File: src/rtl/loopbr_pkg.sv
package loopbr_pkg;

    typedef enum logic {
        BR_COUNTED   = 1'b0,
        BR_PIPELINED = 1'b1
    } br_kind_e;

    // One resolved loop step: branch outcome plus counter update requests.
    typedef struct packed {
        logic taken;
        logic rotate;
        logic stage_pred;
        logic lc_dec;
        logic ec_dec;
    } loop_step_t;

    localparam loop_step_t STEP_IDLE = '{default: 1'b0};

    // Decision rule in terms of counter-zero flags only.
    function automatic loop_step_t decide_step(
        input br_kind_e kind,
        input logic     lc_nz,
        input logic     ec_gt1,
        input logic     ec_nz
    );
        loop_step_t s;
        s = STEP_IDLE;
        if (kind == BR_COUNTED) begin
            s.taken  = lc_nz;
            s.lc_dec = lc_nz;
        end else if (lc_nz) begin
            s.taken      = 1'b1;
            s.rotate     = 1'b1;
            s.stage_pred = 1'b1;
            s.lc_dec     = 1'b1;
        end else if (ec_gt1) begin
            s.taken  = 1'b1;
            s.rotate = 1'b1;
            s.ec_dec = 1'b1;
        end else begin
            // Fall-through: drain counter settles at zero, no rotation.
            s.ec_dec = ec_nz;
        end
        return s;
    endfunction

endpackage

File: src/rtl/loopbr_eval.sv
module loopbr_eval
    import loopbr_pkg::*;
#(
    parameter int CNT_W = 8
) (
    input  br_kind_e            kind,
    input  logic [CNT_W-1:0]    lc,
    input  logic [CNT_W-1:0]    ec,
    output loop_step_t          step
);
    localparam logic [CNT_W-1:0] ONE = CNT_W'(1);

    logic lc_nz, ec_nz, ec_gt1;

    always_comb begin
        lc_nz  = |lc;
        ec_nz  = |ec;
        ec_gt1 = ec > ONE;
        step   = decide_step(kind, lc_nz, ec_gt1, ec_nz);
    end
endmodule

File: src/rtl/loopbr_counter.sv
module loopbr_counter #(
    parameter int CNT_W = 8
) (
    input  logic             clk,
    input  logic             rst,
    input  logic             wr_en,
    input  logic [CNT_W-1:0] wr_data,
    input  logic             dec,
    output logic [CNT_W-1:0] q
);
    localparam logic [CNT_W-1:0] ONE = CNT_W'(1);

    always_ff @(posedge clk) begin
        if (rst)
            q <= '0;
        else if (wr_en)
            q <= wr_data;
        else if (dec && q != '0)
            q <= q - ONE;
    end

    // a load always wins over a decrement.
    a_r8_write_wins: assert property (@(posedge clk) disable iff (rst)
        wr_en |=> q == $past(wr_data));

    // with no load and no decrement the value holds.
    a_r10_hold: assert property (@(posedge clk) disable iff (rst)
        (!wr_en && !dec) |=> $stable(q));
endmodule

File: src/rtl/loopbr_ctrl.sv
module loopbr_ctrl
    import loopbr_pkg::*;
#(
    parameter int CNT_W = 8
) (
    input  logic             clk,
    input  logic             rst,
    input  logic             br_valid,
    input  logic             br_kind,
    input  logic             lc_wr_en,
    input  logic [CNT_W-1:0] lc_wr_data,
    input  logic             ec_wr_en,
    input  logic [CNT_W-1:0] ec_wr_data,
    output logic [CNT_W-1:0] lc_q,
    output logic [CNT_W-1:0] ec_q,
    output logic             res_valid,
    output logic             res_taken,
    output logic             res_rotate,
    output logic             res_stage_pred
);
    localparam logic [CNT_W-1:0] ONE = CNT_W'(1);

    br_kind_e   kind;
    loop_step_t step;
    logic       lc_dec, ec_dec;

    assign kind = br_kind_e'(br_kind);

    loopbr_eval #(.CNT_W(CNT_W)) u_eval (
        .kind (kind),
        .lc   (lc_q),
        .ec   (ec_q),
        .step (step)
    );

    assign lc_dec = br_valid && step.lc_dec;
    assign ec_dec = br_valid && step.ec_dec;

    loopbr_counter #(.CNT_W(CNT_W)) u_lc (
        .clk (clk), .rst (rst),
        .wr_en (lc_wr_en), .wr_data (lc_wr_data),
        .dec (lc_dec), .q (lc_q)
    );

    loopbr_counter #(.CNT_W(CNT_W)) u_ec (
        .clk (clk), .rst (rst),
        .wr_en (ec_wr_en), .wr_data (ec_wr_data),
        .dec (ec_dec), .q (ec_q)
    );

    always_ff @(posedge clk) begin
        if (rst) begin
            res_valid      <= 1'b0;
            res_taken      <= 1'b0;
            res_rotate     <= 1'b0;
            res_stage_pred <= 1'b0;
        end else begin
            res_valid      <= br_valid;
            res_taken      <= br_valid && step.taken;
            res_rotate     <= br_valid && step.rotate;
            res_stage_pred <= br_valid && step.stage_pred;
        end
    end

    // counted back-edge from a nonzero counter.
    a_r2_counted_taken: assert property (@(posedge clk) disable iff (rst)
        (br_valid && kind == BR_COUNTED && lc_q != '0 && !lc_wr_en)
        |=> res_taken && lc_q == $past(lc_q) - ONE);

    // counted exit at zero.
    a_r3_counted_exit: assert property (@(posedge clk) disable iff (rst)
        (br_valid && kind == BR_COUNTED && lc_q == '0 && !lc_wr_en)
        |=> !res_taken && lc_q == '0);

    // counted branch leaves rotation, predicate and drain counter alone.
    a_r4_counted_quiet: assert property (@(posedge clk) disable iff (rst)
        (br_valid && kind == BR_COUNTED && !ec_wr_en)
        |=> !res_rotate && !res_stage_pred && $stable(ec_q));

    // pipelined kernel iteration.
    a_r5_kernel: assert property (@(posedge clk) disable iff (rst)
        (br_valid && kind == BR_PIPELINED && lc_q != '0 && !lc_wr_en && !ec_wr_en)
        |=> res_taken && res_rotate && res_stage_pred
            && lc_q == $past(lc_q) - ONE && $stable(ec_q));

    // pipelined drain iteration.
    a_r6_drain: assert property (@(posedge clk) disable iff (rst)
        (br_valid && kind == BR_PIPELINED && lc_q == '0 && ec_q > ONE && !ec_wr_en)
        |=> res_taken && res_rotate && !res_stage_pred
            && ec_q == $past(ec_q) - ONE);

    // pipelined fall-through.
    a_r7_fallthrough: assert property (@(posedge clk) disable iff (rst)
        (br_valid && kind == BR_PIPELINED && lc_q == '0 && ec_q <= ONE && !ec_wr_en)
        |=> !res_taken && !res_rotate && !res_stage_pred && ec_q == '0);

    // results are silent without a branch.
    a_r9_silent: assert property (@(posedge clk) disable iff (rst)
        !res_valid |-> !res_taken && !res_rotate && !res_stage_pred);
endmodule

File: config.mk
export PLATFORM = sky130hd
export DESIGN_NAME = loopbr_ctrl
export DESIGN_NICKNAME = d
export VERILOG_FILES = /design/src/rtl/loopbr_pkg.sv /design/src/rtl/loopbr_eval.sv /design/src/rtl/loopbr_counter.sv /design/src/rtl/loopbr_ctrl.sv
export SDC_FILE = /design/constraint.sdc
export NUM_CORES = 1
export LEC_CHECK = 0
export ABC_AREA = 1
export CORE_MARGIN = 1
export CORE_UTILIZATION = 33
export CTS_CLUSTER_SIZE = 24
export DETAILED_ROUTE_END_ITERATION = 10
export DONT_BUFFER_PORTS = 1
export PLACE_DENSITY = 0.52
export SLEW_MARGIN = 20
export SYNTH_ARGS = -nofsm -noshare
export SYNTH_HDL_FRONTEND = slang
export SYNTH_SLANG_ARGS = --single-unit
File: constraint.sdc
create_clock -name clk -period 2.3 [get_ports clk]
set_input_delay 0.23 -clock clk [delete_from_list [all_inputs] [get_ports clk]]
set_output_delay 0.23 -clock clk [all_outputs]
set_load 0.005 [all_outputs]
==> out/metrics.sh <==
RUN_STATUS='complete, no violations'
NUM_ANTENNA_CELLS=0
SYNTH-WARNING-COUNT=0
GRT_SETUP_UNREPAIRED='false'
CLK_TRANSITION_REPORTED_PATHS_NS=0.08
DR_VIAS=1176
PORTBUFFERS=0
FINAL.SETUP.TNS_NS=0
ROUTED_VIA_DENSITY=4.74
MAXIMUM_NUMBER_OF_PINS_ON_ONE_NET_BEFORE_GLOBAL_ROUTE_REPAIR=15
GR-USAGE-MET2_PCT=30.2
LAYOUT_COMMON_CELLS='51 x sky130_fd_sc_hd__nand2_1, 26 x sky130_fd_sc_hd__nor2_1, 22 x sky130_fd_sc_hd__inv_1'
SETUP-VIOLATIONS-FINAL=0
MAX_STAGE_DELAY_NS=0.40
WORSTHOLDPATHTYPE='in2reg'
HOLD_VIOLATIONS=0
TOTALPOWERFINAL_mW=1.02
INSTANCES_NO_FILL=248
CTS_TREE='yes'
SLEW_HEADROOM_PCT=70.3
CPMOSTUSEDCELL='sky130_fd_sc_hd__nand2_1'
CLK_PATH_BUF_DEPTH=2
DESIGN.FINAL.NETS=228
INSERTION_DELAY_NS=0.26
SYNTH_TOP_CELL_AREA_SHARE_PCT=31.5
GLOBAL_ROUTE.USAGE.MET1_PCT=19.4
DIEWIDTH_MICRONS=64.1
SETUP.WORST_PATH.START_CLASS='flop'
LAYOUT-DRIVE-GT1-SHARE_PCT=7.00
FINAL_CYCLE_SHARE_PCT=69.9
ASYNCSETRESETFLOPFRACSYNTH_PCT=0
CTS_INSERTED_BUFFERS=3
DIE-AREA_SQ_UM=4100
WORST_IR_DROP_VDD_uV=371
PATH_CLASS='reg2reg'
AREA.GROWTH.SYNTH_TO_FINAL_PCT=9.84
WORST_SLEW_PIN_SLEW_NS=0.445
CLOCK_SINK_COUNT=20
CTS_HTREE_LEVELS=1
HPWLAFTERDP_MICRONS=2360
CRIT_PATH_CELL_TRACE='inv_1, ha_1, nand2_1, nor2_8, nor2_4, inv_2, nand2_2, nand2_1, a21oi_1, nor2_1'
INITIAL_STANDARD_CELL_UTILIZATION_OF_THE_CORE_PCT=34.5
POST_DRT_WL_PER_CELL_MICRONS=12.8
POSTSYNTHREGISTERBITS=20
CHIPHEIGHT_MICRONS=64.1
ANTENNA_VIOLATING_NETS_POST_ROUTE=0
SYNTH-SEQ-AREA-SHARE_PCT=31.5
FINALMAXSLEWVIOLATIONS=0
GRT_ANTENNA_BEFORE_REPAIR=0
DETAIL_ROUTE.DRC_VIOLATIONS=0
ROUTED_WL_MICRONS=3180
POST-SYNTH-TOP-AREA-CELL='sky130_fd_sc_hd__dfxtp_1'
POST_SYNTH_MAIN_AREA_CONTRIBUTORS='sky130_fd_sc_hd__dfxtp_1 31%, sky130_fd_sc_hd__nand2_1 15%, sky130_fd_sc_hd__nor2_1 7.7%, sky130_fd_sc_hd__nand3_1 7.5%, sky130_fd_sc_hd__inv_1 6.5%'
POST_SYN_INSTANCES=199
LAYOUT.CELLS.MOST_COMMON='sky130_fd_sc_hd__nand2_1'
CELLPOWERDENSITY_nW_PER_UM2=728
POST_SYNTH_NUM_CELL_TYPES=28
GRT_BUSIEST_LAYER='met2'
PERIOD_MINUS_SLACK_NS=1.61
POST_SYNTH.CELL_AREA_AVG_SQ_UM=6.39
VIAS_IN_THE_FIRST_GLOBAL_ROUTE=1130
AREA.SEQUENTIAL_SQ_UM=400
SYNTH_ENABLE_FLOP_CELLS=0
FINISH.INSTANCE_AREA_SQ_UM=1400
LAYOUT.CORE_UTILIZATION_PCT=37.9
FP_ROWS=22
DRT-PASS1-ITER-COUNT=3
CLOCKROOTBUFFER='sky130_fd_sc_hd__clkbuf_8'
CELL_COUNT_AFTER_PLACEMENT=243
MAXCAP_VIOL_COUNT=0
CRITICAL_PATH.ENDPOINT_TYPE='flop'
DESIGN.PORTCOUNT=42
CLOCK.FMAX_MHz=622
SYNTH_FF_TYPE='sky130_fd_sc_hd__dfxtp_1'
CRITICAL_PATH_PEAK_FANOUT=6
PLACEDINSTANCEAREA_SQ_UM=1320
REQUIRED_NS=2.46
LEAKAGEPOWER_nW=0.638
DETAIL_ROUTE.ITER0.VIOLATIONS=45
GR-TOTAL-OVERFLOW=0
SYNTHESIS.AREA_SQ_UM=1270
GROUTE.USAGE.OVERALL_PCT=16.8
CLOCK-SKEW-FINAL_NS=0.00416
WORST_PATH_MAX_DELAY_CELL='sky130_fd_sc_hd__dfxtp_1'
FILLER_CELL_COUNT=424
GRT_FIRST_PASS_WIRELENGTH_MICRONS=5320
GRTUSAGEMET3_PCT=5.89
GP_CONGESTION=0.850
MULTIINPUTGATEAREA_SQ_UM=764
CORE-AREA_SQ_UM=3690
WORST_EP_ARRIVAL_TIME_NS=1.77
SYNTH.NET_COUNT=226
## stage by stage
stage	setup slack, ns	hold slack (ns)
finish	0.692	0.0248
global route	0.496	0.00172
CTS	0.664	0.0122
detailed placement	0.681	0.303
global placement	0.748	0.303
floorplan	0.873	0.326
## critical path, delay by kind of cell, from the launching register on
family | cells | cell delay [ns]
buf+inv | 2 | 0.16
compound gates | 1 | 0.12
simple gates | 6 | 0.63
flops | 1 | 0.40
fa+ha+maj | 1 | 0.19
## worst paths after layout
path / start / to / slack (ns) / cells past startpoint
worst max-delay path: u_lc.q[0] / u_lc.q[7] / 0.69 / 10
worst min-delay path: rst / u_ec.q[3] / 0.02 / 1
worst max register to register: u_lc.q[0] / u_lc.q[7] / 0.69 / 10
worst min register to register: u_lc.q[0] / u_lc.q[0] / 0.51 / 2
## timing repair
action                                 CTS  global route
setup buffers                            0             0
endpoints found under the hold margin    0             1
resized for setup                        0             0
hold buffers                             0             1
## kinds of logic (layout without fill, tap and decap cells)
family / count (synthesis) / in the layout / synth area share, %
simple gates: 108 / 108 / 39.3
compound gates: 36 / 36 / 14.6
buf+inv: 28 / 29 / 8.37
fa+ha+maj: 5 / 5 / 4.92
flops: 20 / 20 / 31.5
xor+xnor: 2 / 2 / 1.38
## routing by layer
metal | vias up | wire length, microns
li1 | 638 | -
met1 | 509 | 1400
met2 | 27 | 1600
met3 | 2 | 161
met4 | 0 | 18
met5 | - | 0
## report_power, final
part / switching [mW] / leakage (nW) / total [mW] / internal [mW]
sequential: 0.0396 / 0.166 / 0.418 / 0.378
combinational: 0.150 / 0.436 / 0.240 / 0.0896
clock: 0.126 / 0.0357 / 0.358 / 0.232
## state kept, by name (all words and copies together) (netlist names)
signal          flops
u_ec.q              8
res_taken           1
res_valid           1
res_rotate          1
res_stage_pred      1
u_lc.q              8
## final cells by class
cell class	instances	area share [%]
clock buffer	3	2.96
clock inverter	1	2.15
inverter	24	6.45
multi-input combinational	151	54.7
sequential	20	28.7
tap	48	4.30
timing repair buffer	1	0.717
## synth_stat cells (2+ instances only)
master,n
sky130_fd_sc_hd__a21oi_1,15
sky130_fd_sc_hd__clkbuf_1,3
sky130_fd_sc_hd__dfxtp_1,20
sky130_fd_sc_hd__ha_1,5
sky130_fd_sc_hd__inv_1,22
sky130_fd_sc_hd__nand2_1,51
sky130_fd_sc_hd__nand2_2,2
sky130_fd_sc_hd__nand3_1,19
sky130_fd_sc_hd__nor2_1,26
sky130_fd_sc_hd__nor2_4,2
sky130_fd_sc_hd__o21ai_0,16
sky130_fd_sc_hd__o21ai_1,2
No activity file was read; power rests on OpenSTA's default activity.
